`config.mk`:
```
export PLATFORM = sky130hd
export DESIGN_NAME = prio_intc
export DESIGN_NICKNAME = d
export VERILOG_FILES = /design/src/rtl/pic_pkg.sv /design/src/rtl/pic_sense.sv /design/src/rtl/pic_select.sv /design/src/rtl/pic_stack.sv /design/src/rtl/prio_intc.sv
export SDC_FILE = /design/constraint.sdc
export NUM_CORES = 1
export LEC_CHECK = 0
export BUFFER_PORTS_ARGS = -buffer_cell sky130_fd_sc_hd__buf_2
export CORE_UTILIZATION = 50
export DETAILED_ROUTE_END_ITERATION = 10
export PLACE_DENSITY = 0.68
export SETUP_SLACK_MARGIN = 0.4
export SLEW_MARGIN = 10
export SYNTH_ARGS = -nofsm -noshare
export SYNTH_HDL_FRONTEND = slang
export SYNTH_SLANG_ARGS = --single-unit
export TNS_END_PERCENT = 10
```
`constraint.sdc`:
```
create_clock -name clk -period 37.4 [get_ports clk]
set_input_delay 5.61 -clock clk [delete_from_list [all_inputs] [get_ports clk]]
set_output_delay 5.61 -clock clk [all_outputs]
set_load 0.02 [all_outputs]
```
`src/rtl/pic_pkg.sv`:
```
package pic_pkg;
  localparam int PW    = 3;
  localparam int CFG_W = 6;

  typedef enum logic [1:0] {
    SENSE_HIGH = 2'b00,
    SENSE_RISE = 2'b01,
    SENSE_LOW  = 2'b10,
    SENSE_FALL = 2'b11
  } sense_e;

  typedef struct packed {
    sense_e        mode;
    logic          en;
    logic [PW-1:0] prio;
  } src_cfg_t;
endpackage

```
`src/rtl/pic_sense.sv`:
```
module pic_sense
  import pic_pkg::*;
#(
  parameter bit EXT = 1'b0
) (
  input  logic   clk,
  input  logic   rst,
  input  logic   line,
  input  sense_e mode,
  input  logic   clr,
  output logic   pend
);
  logic prev_q, latch_q, edge_hit;

  always_comb begin
    case (mode)
      SENSE_RISE: edge_hit = line & ~prev_q;
      SENSE_FALL: edge_hit = EXT ? (~line & prev_q) : 1'b0;
      default:    edge_hit = 1'b0;
    endcase
  end

  always_ff @(posedge clk) begin
    if (rst) begin
      prev_q  <= 1'b0;
      latch_q <= 1'b0;
    end else begin
      prev_q <= line;
      if (edge_hit)  latch_q <= 1'b1;
      else if (clr)  latch_q <= 1'b0;
    end
  end

  always_comb begin
    case (mode)
      SENSE_HIGH: pend = line;
      SENSE_LOW:  pend = EXT ? ~line : 1'b0;
      default:    pend = latch_q;
    endcase
  end
endmodule

```
`src/rtl/pic_select.sv`:
```
module pic_select
  import pic_pkg::*;
#(
  parameter int NSRC = 8,
  parameter int SW   = 3
) (
  input  logic [NSRC-1:0]         req,
  input  logic [NSRC-1:0][PW-1:0] prio,
  output logic                    any,
  output logic [SW-1:0]           win,
  output logic [PW-1:0]           win_prio
);
  always_comb begin
    any      = 1'b0;
    win      = '0;
    win_prio = '0;
    for (int i = 0; i < NSRC; i++) begin
      if (req[i] && (!any || prio[i] > win_prio)) begin
        any      = 1'b1;
        win      = SW'(i);
        win_prio = prio[i];
      end
    end
  end
endmodule

```
`src/rtl/pic_stack.sv`:
```
module pic_stack #(
  parameter int DEPTH = 8,
  parameter int PW    = 3,
  localparam int CW   = $clog2(DEPTH + 1),
  localparam int IW   = $clog2(DEPTH)
) (
  input  logic          clk,
  input  logic          rst,
  input  logic          push,
  input  logic [PW-1:0] push_val,
  input  logic          pop,
  output logic          empty,
  output logic [PW-1:0] top,
  output logic [CW-1:0] sp
);
  logic [PW-1:0] mem [DEPTH];
  logic [CW-1:0] sp_m1;
  logic          do_push;

  assign do_push = push && (sp != CW'(DEPTH));
  assign sp_m1   = sp - CW'(1);
  assign empty   = (sp == '0);
  assign top     = mem[sp_m1[IW-1:0]];

  always_ff @(posedge clk) begin
    if (do_push) mem[sp[IW-1:0]] <= push_val;
  end

  always_ff @(posedge clk) begin
    if (rst)                    sp <= '0;
    else if (do_push)           sp <= sp + CW'(1);
    else if (pop && sp != '0)   sp <= sp_m1;
  end
endmodule

```
`src/rtl/prio_intc.sv`:
```
module prio_intc
  import pic_pkg::*;
#(
  parameter int N_INT = 4,
  parameter int N_EXT = 4,
  parameter int DW    = 16,
  parameter logic [DW-1:0] VBASE = 16'h0100,
  parameter logic [DW-1:0] SPUR  = 16'hFFFF,
  localparam int NSRC = N_INT + N_EXT,
  localparam int SW   = $clog2(NSRC),
  localparam int AW   = $clog2(NSRC + 2)
) (
  input  logic             clk,
  input  logic             rst,
  input  logic [N_INT-1:0] int_src,
  input  logic [N_EXT-1:0] ext_src,
  input  logic             fast_in,
  input  logic             wr_en,
  input  logic             rd_en,
  input  logic [AW-1:0]    addr,
  input  logic [CFG_W-1:0] wdata,
  output logic [DW-1:0]    rdata,
  output logic             irq_out,
  output logic             fiq_out,
  output logic [SW-1:0]    irq_src
);
  localparam int ADDR_VEC = NSRC;
  localparam int ADDR_EOI = NSRC + 1;
  localparam int DEPTH    = 1 << PW;
  localparam int CW       = $clog2(DEPTH + 1);

  src_cfg_t                cfg_arr [NSRC];
  logic [NSRC-1:0]         req;
  logic [NSRC-1:0][PW-1:0] prio_v;
  logic                    any, empty, elig, ack, pop;
  logic [SW-1:0]           win;
  logic [PW-1:0]           win_prio, top;
  logic [CW-1:0]           lvl_cnt;

  for (genvar g = 0; g < NSRC; g++) begin : g_src
    localparam bit IS_EXT = (g >= N_INT);
    localparam logic [CFG_W-1:0] WMASK = IS_EXT ? 6'h3F : 6'h1F;
    logic     line, pend;
    src_cfg_t cfg_q;

    if (g < N_INT) begin : g_i
      assign line = int_src[g];
    end else begin : g_e
      assign line = ext_src[g-N_INT];
    end

    always_ff @(posedge clk) begin
      if (rst)                             cfg_q <= '0;
      else if (wr_en && addr == AW'(g))    cfg_q <= src_cfg_t'(wdata & WMASK);
    end

    pic_sense #(.EXT(IS_EXT)) u_sense (
      .clk  (clk),
      .rst  (rst),
      .line (line),
      .mode (cfg_q.mode),
      .clr  (ack && (win == SW'(g))),
      .pend (pend)
    );

    assign req[g]     = pend & cfg_q.en;
    assign prio_v[g]  = cfg_q.prio;
    assign cfg_arr[g] = cfg_q;
  end

  pic_select #(.NSRC(NSRC), .SW(SW)) u_sel (
    .req      (req),
    .prio     (prio_v),
    .any      (any),
    .win      (win),
    .win_prio (win_prio)
  );

  assign elig = any && (empty || win_prio > top);
  assign ack  = rd_en && (addr == AW'(ADDR_VEC)) && elig;
  assign pop  = wr_en && (addr == AW'(ADDR_EOI));

  pic_stack #(.DEPTH(DEPTH), .PW(PW)) u_stk (
    .clk      (clk),
    .rst      (rst),
    .push     (ack),
    .push_val (win_prio),
    .pop      (pop),
    .empty    (empty),
    .top      (top),
    .sp       (lvl_cnt)
  );

  always_ff @(posedge clk) begin
    if (rst) begin
      rdata   <= '0;
      irq_out <= 1'b0;
      fiq_out <= 1'b0;
      irq_src <= '0;
    end else begin
      irq_out <= elig;
      fiq_out <= fast_in;
      irq_src <= win;
      if (rd_en) begin
        if (addr < AW'(NSRC))
          rdata <= {{(DW-CFG_W){1'b0}}, cfg_arr[addr[SW-1:0]]};
        else if (addr == AW'(ADDR_VEC))
          rdata <= elig ? (VBASE + (DW'(win) << 2)) : SPUR;
        else
          rdata <= '0;
      end
    end
  end
endmodule

```
-- After elaboration in Yosys (flattened, before gate mapping)
Memories as Yosys holds them, arrays and structs flattened.
Cells that the tools add are included.
- multiplexer cells: 65
- reductions and logical operators: 65
- bitwise logic cells: 33
- div/mod/pow operators: 0
- $mul: 0
- equal/unequal tests: 29
- shifts and indexed selects: 0
- magnitude comparators: 10
- add/subtract/negate cells: 3
- operators by type and width (operator ; count):
    $mux 16 ; 3
    $mux 3 ; 12
    $mux 1 ; 35
    $logic_and 1x1->1 ; 29
    $gt 3x3->1 ; 8
    $and 1x1->1 ; 20
    $bmux 6 s3 ; 1
    $reduce_bool 2->1 ; 9
    $eq 2x2->1 const B ; 8
    $eq 4x3->1 const B ; 4
    $logic_not 2->1 ; 8
    $pmux 1 s2 ; 8
    $eq 3x3->1 const B ; 4
    $mux 6 ; 2
    $not 1->1 ; 12
    $add 9x5->10 const A ; 1
    $eq 2x1->1 const B ; 4
    $eq 4x2->1 const B ; 2
    $eq 4x4->1 const B ; 2
    $logic_not 4->1 ; 2
    $logic_or 1x1->1 ; 8
    $mux 4 ; 2
    $logic_not 1->1 ; 7
    $eq 3x2->1 const B ; 2
    11 further kinds ; 12
- ROM bits: 0
- flip-flop bits (word level): 85
- input port bits: 23
- logic and storage cells: 251
- latch bits: 0
- bits in writable memories: 24
- output and inout bits: 21
- memories: 1
- memory list (name ; depth ; width ; read ports ; clocked after memory_dff ; wr ports ; line ; text):
    u_stk.mem ; 8 ; 3 ; 1 ; 0 ; 1 ; pic_stack.sv:16 ; logic [PW-1:0] mem [DEPTH];

-- Depth between registers and ports, before layout
Gate-level depths: netlist (run 1).
- depth in word-level cells: 39
- depth in mapped cells: 65
- depth with buffers taken out: 61

-- Modules after synthesis
A second synthesis (run 1) with hierarchy kept.
- cells, all modules: 627
- area, all modules: 5880.6 sq um
- by module, submodules not included (module ; area each (sq um) ; sequential area each (sq um) ; times used ; cells an instance):
    prio_intc ; 2798.9 ; 1141.1 ; 1 ; 322
    pic_stack ; 1275.0 ; 800.8 ; 1 ; 83
    pic_select ; 1061.0 ; 0.0 ; 1 ; 146
    pic_sense (g_src[4].u_sense ...) ; 102.6 ; 40.0 ; 4 ; 10
    pic_sense (g_src[0].u_sense ...) ; 83.8 ; 40.0 ; 4 ; 9

-- Least setup slack after synthesis (run 1)
Ideal clock, no wire load.
- path kind: input-to-reg
- start: input port int_src[0]
- end: memory u_stk.mem[0][0], enable pin
- setup time: 0.371 ns
- setup slack: 20.503 ns
- buffers on the path: 4
- cell stages on the path: 62
- required time: 37.029 ns
- arrival time: 16.526 ns
- path through: mux2_4 and2_1 nand2_1 ha_1 a211o_1 a31oi_1 nand2_1 and2_1 ha_1 a211o_1 a21oi_1 or2_2 clkbuf_1 a21o_1 ha_1 nor2b_1 o21a_1 o21ai_0 (+26 left out) o21ai_0 a21oi_1 ha_1 nor2b_1 o21a_1 o21ai_0 a21oi_1 or2_2 buf_2 o221ai_1 a21o_1 ha_1 nor2b_1 o21a_1 o21ai_0 a32oi_4 nand3_1 nor4_1
- cells in the longest elaborated chain, start to end: 38
- elaborated cells on any way between the ends: 53
- classes of those cells: order compare (8); mux (19); bitwise (1); reduce/logical (25)
- RTL lines (item ; line ; text):
    from (decl) ; prio_intc.sv:15 ; input logic [N_INT-1:0] int_src,
    $mux 1 * ; pic_sense.sv:35 ; case (mode)
    $and 1x1->1 * ; prio_intc.sv:66 ; assign req[g] = pend & cfg_q.en;
    $mux 3 or $mux 1 (tied branches) ; pic_select.sv:18 ; if (req[i] && (!any || prio[i] > win_prio)) begin
    $gt 3x3->1 or $logic_not 1->1 (tied branches) ; pic_select.sv:18 ;
    $logic_or 1x1->1 ; pic_select.sv:18 ;
    $logic_and 1x1->1 ; pic_select.sv:18 ;
    $mux 3 or $mux 1 (tied branches) ; pic_select.sv:18 ;
    $gt 3x3->1 or $logic_not 1->1 (tied branches) ; pic_select.sv:18 ;
    (+23 left out) ; - ;
    via u_sel.win_prio[1] ; pic_select.sv:11 ; output logic [PW-1:0] win_prio
    $gt 3x3->1 * ; prio_intc.sv:79 ; assign elig = any && (empty || win_prio > top);
    $logic_or 1x1->1 * ; prio_intc.sv:79 ;
    $logic_and 1x1->1 * ; prio_intc.sv:79 ;
    $logic_and 1x1->1 * ; prio_intc.sv:80 ; assign ack = rd_en && (addr == AW'(ADDR_VEC)) && elig;
    $logic_and 1x1->1 * ; pic_stack.sv:20 ; assign do_push = push && (sp != CW'(DEPTH));
    $mux 1 * ; pic_stack.sv:26 ; if (do_push) mem[sp[IW-1:0]] <= push_val;
    $mux 1 (implied by the code) * ; pic_stack.sv:26 ;
    to (decl) ; pic_stack.sv:16 ;
Mark *: on every way through the listed nets, which the timed path passes. The rest lies on a longest branch.

-- Worst setup path after layout (run 1)
- start: input port int_src[0]
- end: memory u_stk.mem[0][2], enable pin
Same word-level chain as after synthesis.

==> results.sh, run 1 <==
export IMPL_grt_overflow=0
export IMPL_min_period_ns=18.70
export IMPL_maxSlewViolCount=0
export IMPL_regArea_um2=2260
export IMPL_regToRegSetupSlack_ns=23.58
export IMPL_multi_input_area_um2=3150
export IMPL_clk_latency_ns=0.36
export IMPL_post_cts_setup_buffer_count=0
export IMPL_wire_per_inst_um=19.6
export IMPL_cts_tree="built"
export IMPL_fmax_ghz=0.0535
export IMPL_die_h_um=108
export IMPL_min_to="rdata[1]"
export IMPL_fillers=991
export IMPL_ys_flop_type="dfxtp_1"
export IMPL_synth_mux_area_share_pct=15.1
export IMPL_ys_types=67
export IMPL_hold_class="flop to flop"
export IMPL_yosysTopAreaCell="dfxtp_1"
export IMPL_grt_max_degree=80
export IMPL_yosysSeqAreaShare_pct=39.9
export IMPL_io_pins=44
export IMPL_report_power_total_uw=225
export IMPL_path_depth=59
export IMPL_yosysMostFrequentCell="dfxtp_1"
export IMPL_startpoint_type="primary input"
export IMPL_path_class="primary input to flop"
export IMPL_cts_hold_repair_buffers=0
export IMPL_critical_path_endpoint_type="flop"
export IMPL_worstMarginPinSlew_ns=1.15
export IMPL_routed_via_density=6.07
export IMPL_hp_start="rdata[1]"
export IMPL_final_cell_area_um2=6190
export IMPL_synth_edf_count=24
export IMPL_core_area_um2=10900
export IMPL_utilization_pct=56.6
export IMPL_grt_pass1_wl_mm=23.5
export IMPL_max_slew_margin_pct=22.4
export IMPL_worst_path_largest_cell_delay_ns=0.67
export IMPL_post_cts_resized=0
export IMPL_synth_top_family_by_area="simple AND/OR/NAND/NOR gates"
export IMPL_path_max_fanout=12
export IMPL_finalHoldViolCount=0
export IMPL_path_buf_inv=3
export IMPL_pre_cts_ws_ns=18.62
export IMPL_nets=658
export IMPL_fin_cells=753
export IMPL_synth_warnings=0
export IMPL_finalSetupViolCount=0
export IMPL_run_status="finished clean"
export IMPL_yosys_area_share_simple_pct=17.9
export IMPL_cts_buffers=9
export IMPL_initial_core_util_pct=51.8
export IMPL_clock_sinks=101
export IMPL_async_reset_ff_share_pct=0
export IMPL_routed_wl_mm=14.7
export IMPL_die_area_um2=11800
export IMPL_syn_area_per_cell_um2=9.58
export IMPL_synth_xor_area_share_pct=1.08
export IMPL_diodes=0
export IMPL_cts_root_buffer="clkbuf_16"
export IMPL_syn_inst=591
export IMPL_path_clk_slew_ns=0.07
export IMPL_reg2regPathDepth=58
export IMPL_yosys_area_share_adder_pct=5.74
export IMPL_crit_family="compound AO/OA/AOI/OAI gates"
export IMPL_clk_path_buf_depth=2
export IMPL_ant_nets=0
export IMPL_firstDrtPassIters=5
export IMPL_peakVddDrop_uv=31.3
export IMPL_setup_slack_ns=18.70
export IMPL_vias=4573
export IMPL_synth_top_cell_area_share_pct=27.2
export IMPL_h_tree_depth=3
export IMPL_worstPathArrival_ns=18.68
export IMPL_drtIter0Drc=425
export IMPL_finalCritPeriodShare_pct=50.0
export IMPL_finalHoldWorstSlack_ns=0.480
export IMPL_io_buffers=43
export IMPL_reg2reg_from="cfg_arr[46]"
export IMPL_critPathRequiredTime_ns=37.39
export IMPL_rsz0062_at_grt="false"
export IMPL_die_w_um=108
export IMPL_cpMostUsedCell="ha_1"
export IMPL_worst_path_max_delay_cell="nor4_1"
export IMPL_whs_path_depth=2
export IMPL_power_density_nw_per_um2=36.3
export IMPL_syn_area_um2=5660
export IMPL_fin_setup_tns_ns=0
export IMPL_syn_num_nets=640
export IMPL_p_leak_nw=2.41
export IMPL_synth_compound_area_share_pct=15.9
export IMPL_layout_drive_gt1_share_pct=15.8
export IMPL_rows=38
export IMPL_maxCapViolCount=0
export IMPL_synthTopCellsByArea="dfxtp_1 27%, edfxtp_1 13%, mux2i_1 7.2%, mux4_2 6.8%, ha_1 5.7%"
export IMPL_grt_pass1_vias=4215
export IMPL_dp_cells=738
export IMPL_areaGrowthSynthToFinish_pct=9.26
export IMPL_ys_ff_latch=101
export IMPL_clock_skew_ns=0.00914
export IMPL_dp_hpwl_mm=10.9
export IMPL_post_route_drc_count=0
export IMPL_antenna_found_initial=0
export IMPL_place_gp_congestion=0.901
export IMPL_ys_top_cells_by_count="77 x dfxtp_1, 68 x nor2_1, 43 x nand2_1"
export IMPL_grt_usage_pct=27.0
export IMPL_place_area_um2=5890
export IMPL_r2r_end="u_stk.mem[0][2]"
## worst max path at each step
stage          startpoint              end  slack [ns]
6_report       int_src[0]  u_stk.mem[0][2]       18.70
3_3_place_gp   int_src[0]  u_stk.mem[1][0]       18.99
5_1_grt        int_src[0]  u_stk.mem[1][2]       17.44
2_1_floorplan  int_src[0]  u_stk.mem[0][0]       20.50
3_5_place_dp   int_src[0]  u_stk.mem[0][0]       18.62
4_1_cts        int_src[0]  u_stk.mem[0][2]       18.94
## cells in the final DEF, fill, tap and decap left out, drive strengths merged, types with 8 or more instances in the layout
master	count
dfxtp	77
nor2	68
buf	45
nand2	44
mux2i	41
a21oi	38
ha	26
nand3	25
edfxtp	24
nor2b	20
inv	20
mux4	17
o21ai	16
nor3	11
clkbuf	11
a21o	10
o21a	9
a211oi	8
## routing by layer
metal	part of all wire, %	wire, um	global-route usage [%]
met1	46	6800	37.5
met2	46	6810	42.9
met3	6.3	930	5.36
met4	1.3	191	6.85
met5	0	0	0
## cells by family (layout without fill, tap and decap cells)
group	Yosys count	in the layout
AO/OA/AOI/OAI	127	127
flip-flops	101	101
XOR/XNOR	7	7
AND/OR/NAND/NOR	210	210
adder cells (fa/ha/maj)	26	26
buffers and inverters	57	79
multiplexers	63	63
## flip-flops by register name, summed over array words and instances (netlist names)
register,count
g_src.u_sense.latch_q,8
irq_out,1
rdata,8
irq_src,3
fiq_out,1
u_stk.sp,4
cfg_arr,44
g_src.u_sense.prev_q,8
u_stk.mem,24
## worst register-to-register path: cells and delay by family (launching register included)
kind	cells	cell delay (ns)
multiplexers	1	0.35
AND/OR/NAND/NOR	16	3.38
buffers and inverters	2	0.17
AO/OA/AOI/OAI	31	6.94
flip-flops	1	0.43
adder cells (fa/ha/maj)	8	2.17
## area by class of cell
class,instances,area share [%]
clock buffers,11,4.27
well taps,140,2.83
multi-input cells,433,51.0
flip-flops and latches,101,36.6
repair buffers,45,3.72
inverters,19,1.15
clock inverters,4,0.485
## power breakdown
group          internal [mW]  switching (mW)
Clock                 0.0509          0.0420
Sequential             0.113         0.00139
Combinational        0.00653          0.0112
Total                  0.170          0.0545
(Power assumes the default switching activity.)
==> run 2: changes to the inputs <==
Settings changed: PLACE_DENSITY 0.68 to 0.71.
Clock period 37.4 ns to 15.7 ns, I/O delays scaled along.
==> run 2 against run 1 <==
  * Combinational power up 140%
  * Setup slack worse by 18 ns
  * Sequential share of layout area down 0.81 points
  * Count of clock-buffer cells in the layout up 2
  * First-iteration DRC count up 18%
==> results.sh, run 2 (synthesis results as in run 1) <==
export IMPL_power_density_nw_per_um2=85.0
export IMPL_core_area_um2=10900
export IMPL_cpMostUsedCell="ha_1"
export IMPL_grt_pass1_vias=4230
export IMPL_h_tree_depth=3
export IMPL_firstDrtPassIters=6
export IMPL_rows=38
export IMPL_worstMarginPinSlew_ns=1.18
export IMPL_utilization_pct=57.9
export IMPL_fin_cells=754
export IMPL_io_pins=44
export IMPL_worstPathArrival_ns=14.65
export IMPL_post_route_drc_count=0
export IMPL_final_cell_area_um2=6330
export IMPL_max_slew_margin_pct=20.8
export IMPL_regArea_um2=2260
export IMPL_grt_max_degree=80
export IMPL_die_area_um2=11800
export IMPL_grt_pass1_wl_mm=22.7
export IMPL_path_clk_slew_ns=0.06
export IMPL_grt_usage_pct=26.0
export IMPL_run_status="finished clean"
export IMPL_drtIter0Drc=502
export IMPL_antenna_found_initial=0
export IMPL_report_power_total_uw=538
export IMPL_layout_drive_gt1_share_pct=17.9
export IMPL_worst_path_largest_cell_delay_ns=0.42
export IMPL_dp_cells=739
export IMPL_fillers=960
export IMPL_initial_core_util_pct=51.8
export IMPL_place_area_um2=5900
export IMPL_p_leak_nw=2.43
export IMPL_grt_overflow=0
export IMPL_clk_latency_ns=0.35
export IMPL_diodes=0
export IMPL_routed_wl_mm=14.6
export IMPL_final_cell_mix="77 x dfxtp_1, 68 x nor2_1, 43 x nand2_1, 43 x buf_2, 41 x mux2i_1"
export IMPL_clk_path_buf_depth=2
export IMPL_nets=659
export IMPL_clock_skew_ns=0.00689
export IMPL_setup_slack_ns=1.07
export IMPL_hold_class="flop to flop"
export IMPL_cts_buffers=9
export IMPL_peakVddDrop_uv=74.3
export IMPL_io_buffers=43
export IMPL_fin_setup_tns_ns=0
export IMPL_clock_sinks=101
export IMPL_die_h_um=108
export IMPL_pre_cts_ws_ns=0.120
export IMPL_worst_path_max_delay_cell="or2_2"
export IMPL_min_period_ns=14.63
export IMPL_areaGrowthSynthToFinish_pct=11.7
export IMPL_maxSlewViolCount=0
export IMPL_finalSetupViolCount=0
export IMPL_routed_via_density=6.04
export IMPL_maxCapViolCount=0
export IMPL_cts_root_buffer="clkbuf_16"
export IMPL_rsz0062_at_grt="false"
export IMPL_startpoint_type="primary input"
export IMPL_finalCritPeriodShare_pct=93.2
export IMPL_die_w_um=108
export IMPL_multi_input_area_um2=3290
export IMPL_path_max_fanout=12
export IMPL_cts_tree="built"
export IMPL_finalHoldWorstSlack_ns=0.487
export IMPL_critical_path_endpoint_type="flop"
export IMPL_place_gp_congestion=0.961
export IMPL_fmax_ghz=0.0684
export IMPL_critPathRequiredTime_ns=15.72
export IMPL_path_class="primary input to flop"
export IMPL_cts_hold_repair_buffers=0
export IMPL_wire_per_inst_um=19.3
export IMPL_finalHoldViolCount=0
export IMPL_largest_reg_flops=44
export IMPL_ant_nets=0
export IMPL_dp_hpwl_mm=10.7
export IMPL_vias=4555
export IMPL_final_common_cell="dfxtp_1"
## run 2: layer usage
layer / routed length (um) / global-route usage, % / up-vias
met3: 1260 / 6.39 / 20
met5: 0 / 0 / -
met4: 235 / 8.88 / 0
met1: 6640 / 36.3 / 2181
li1: - / - / 2189
met2: 6420 / 39.0 / 165
## run 2: worst paths after layout
kind | from | depth (start not counted) | end | slack [ns]
max | int_src[0] | 58 | u_stk.mem[0][1] | 1.07
max reg2reg | cfg_arr[46] | 57 | u_stk.mem[0][1] | 2.73
min | rdata[1] | 2 | rdata[1] | 0.49
min reg2reg | rdata[1] | 2 | rdata[1] | 0.49
## run 2: where the power goes
group / leakage [nW] / internal (mW) / switching [mW] / total, mW
Clock: 0.146 / 0.132 / 0.0906 / 0.223
Sequential: 0.841 / 0.269 / 0.00331 / 0.272
Combinational: 1.44 / 0.0158 / 0.0270 / 0.0429
Total: 2.43 / 0.417 / 0.121 / 0.538
## run 2: worst max-delay path: cells and delay by family
kind,cells,cell delay (ns)
AO/OA/AOI/OAI,31,6.58
adder cells (fa/ha/maj),8,2.23
buffers and inverters,3,0.29
multiplexers,1,0.29
AND/OR/NAND/NOR,15,2.89
## run 2: layout make-up
| class | instances | share of cell area, % |
|---|---|---|
| clock buffers | 13 | 4.13 |
| clock inverters | 2 | 0.534 |
| inverters | 19 | 1.13 |
| multi-input cells | 433 | 51.9 |
| flip-flops and latches | 101 | 35.8 |
| well taps | 140 | 2.77 |
| repair buffers | 46 | 3.76 |
## run 2: repair_timing
action,4_1_cts,5_1_grt
endpoints found under the setup margin,0,44
endpoints found under the hold margin,0,0
resized for setup,0,23
setup buffers,0,0
==> run 3: changes to the inputs <==
==> constraint.sdc (replaced) <==
create_clock -name clk -period 15.7 [get_ports clk]
set_input_delay 3.14 -clock clk [delete_from_list [all_inputs] [get_ports clk]]
set_output_delay 3.14 -clock clk [all_outputs]
set_load 0.02 [all_outputs]
==> run 3 against run 2 <==
  * Global-route usage up 0.24 points
  * Setup slack worse by 0.14 ns
  * Clock power down 3%
  * Core utilization up 0.62 points
  * Non-clock buffer count up 9
  * Power down 0.94%
  * Wire length up 1.3%
  * Die area unchanged
  * First-iteration DRC count down 34%
  * Highest routed layer unchanged
==> results.sh, run 3 (synthesis results as in run 1) <==
export IMPL_peakVddDrop_uv=121
export IMPL_path_clk_slew_ns=0.06
export IMPL_die_w_um=108
export IMPL_rows=38
export IMPL_startpoint_type="primary input"
export IMPL_grt_overflow=0
export IMPL_reg2reg_from="cfg_arr[46]"
export IMPL_worst_path_largest_cell_delay_ns=0.36
export IMPL_areaGrowthSynthToFinish_pct=12.9
export IMPL_min_to="rdata[0]"
export IMPL_cts_buffers=9
export IMPL_place_gp_congestion=0.977
export IMPL_hp_start="rdata[0]"
export IMPL_largest_reg_flops=44
export IMPL_finalCritPeriodShare_pct=94.1
export IMPL_place_area_um2=5940
export IMPL_cts_root_buffer="clkbuf_16"
export IMPL_fmax_ghz=0.0677
export IMPL_worst_path_max_delay_cell="or2_2"
export IMPL_routed_via_density=6.05
export IMPL_finalHoldViolCount=0
export IMPL_power_density_nw_per_um2=83.3
export IMPL_multi_input_area_um2=3300
export IMPL_io_pins=44
export IMPL_worstPathArrival_ns=14.97
export IMPL_wire_per_inst_um=19.3
export IMPL_core_area_um2=10900
export IMPL_post_route_drc_count=0
export IMPL_grt_pass1_wl_mm=22.9
export IMPL_dp_hpwl_mm=10.6
export IMPL_path_class="primary input to flop"
export IMPL_maxCapViolCount=0
export IMPL_routed_wl_mm=14.7
export IMPL_min_period_ns=14.77
export IMPL_fin_cells=766
export IMPL_reg2regPathDepth=60
export IMPL_vias=4631
export IMPL_fin_setup_tns_ns=0
export IMPL_regToRegSetupSlack_ns=3.37
export IMPL_maxSlewViolCount=0
export IMPL_finalSetupViolCount=0
export IMPL_grt_pass1_vias=4367
export IMPL_drtIter0Drc=332
export IMPL_cpMostUsedCell="ha_1"
export IMPL_nets=670
export IMPL_clk_path_buf_depth=2
export IMPL_critPathRequiredTime_ns=15.89
export IMPL_report_power_total_uw=533
export IMPL_critical_path_endpoint_type="flop"
export IMPL_clock_skew_ns=0.00663
export IMPL_ant_nets=0
export IMPL_h_tree_depth=3
export IMPL_final_common_cell="dfxtp_1"
export IMPL_clk_latency_ns=0.35
export IMPL_grt_max_degree=80
export IMPL_clock_sinks=101
export IMPL_rsz0062_at_grt="false"
export IMPL_die_h_um=108
export IMPL_firstDrtPassIters=5
export IMPL_die_area_um2=11800
export IMPL_cts_tree="built"
export IMPL_antenna_found_initial=0
export IMPL_fillers=962
export IMPL_hold_class="flop to flop"
export IMPL_final_cell_area_um2=6390
export IMPL_grt_usage_pct=26.2
export IMPL_run_status="finished clean"
export IMPL_path_max_fanout=11
export IMPL_initial_core_util_pct=51.8
export IMPL_r2r_end="g_src[1].u_sense.latch_q"
export IMPL_final_cell_mix="77 x dfxtp_1, 68 x nor2_1, 43 x nand2_1, 43 x buf_2, 41 x mux2i_1"
export IMPL_worstMarginPinSlew_ns=1.10
export IMPL_diodes=0
export IMPL_dp_cells=744
export IMPL_pre_cts_ws_ns=-0.371
export IMPL_max_slew_margin_pct=26.0
export IMPL_setup_slack_ns=0.926
export IMPL_regArea_um2=2260
export IMPL_layout_drive_gt1_share_pct=19.6
export IMPL_p_leak_nw=2.49
export IMPL_whs_path_depth=2
export IMPL_io_buffers=43
==> run 3: power by group <==
part           switching (mW)  total [mW]  leakage [nW]  internal, mW
registers             0.00331       0.272         0.841         0.269
clock network          0.0943       0.217         0.139         0.123
logic                  0.0270      0.0435          1.51        0.0164
==> run 3: metal layers <==
| layer | wire length, um | GRT usage [%] |
|---|---|---|
| met1 | 6990 | 36.6 |
| met2 | 6510 | 39.0 |
| met3 | 914 | 6.09 |
| met4 | 341 | 10.6 |
| met5 | 0 | 0 |
==> run 3: critical path, delay by kind of cell <==
| kind | cells | cell delay (ns) |
|---|---|---|
| compound gates | 33 | 6.44 |
| simple gates | 14 | 2.39 |
| fa+ha+maj | 8 | 2.03 |
| buf+inv | 5 | 0.63 |
| mux | 1 | 0.29 |
==> run 3: worst max-delay path by stage <==
| stage | start | endpoint | slack (ns) |
|---|---|---|---|
| final | int_src[0] | g_src[1].u_sense.latch_q | 0.93 |
| after global routing | int_src[0] | g_src[1].u_sense.latch_q | 0.39 |
| after CTS | int_src[0] | g_src[1].u_sense.latch_q | 0.47 |
| after global placement | int_src[0] | u_stk.mem[1][0] | 0.20 |
| after detailed placement | int_src[0] | u_stk.mem[0][0] | -0.37 |
| after floorplan | int_src[0] | u_stk.mem[0][0] | 1.27 |
==> run 3: cell type report <==
class,instances,share of cell area [%]
Multi-Input combinational cell,435,51.6
Clock inverter,5,0.802
Sequential cell,101,35.4
Clock buffer,11,3.64
Timing Repair Buffer,55,4.77
Inverter,19,1.12
Tap cell,140,2.74
==> run 3: repair_timing <==
item | CTS | global route
setup endpoints to repair | 29 | 44
hold buffers | 0 | 0
resized for setup | 4 | 21
cloned | 0 | 2
pin swaps | 1 | 2
buffers inserted | 2 | 2
==> run 3: through the flow <==
step	hold slack, ns	util [%]
6_report	0.494	58.5
5_1_grt	0.523	58.5
4_1_cts	0.489	57.2
3_5_place_dp	0.477	54.3
3_3_place_gp	0.472	54.3
2_1_floorplan	0.437	-
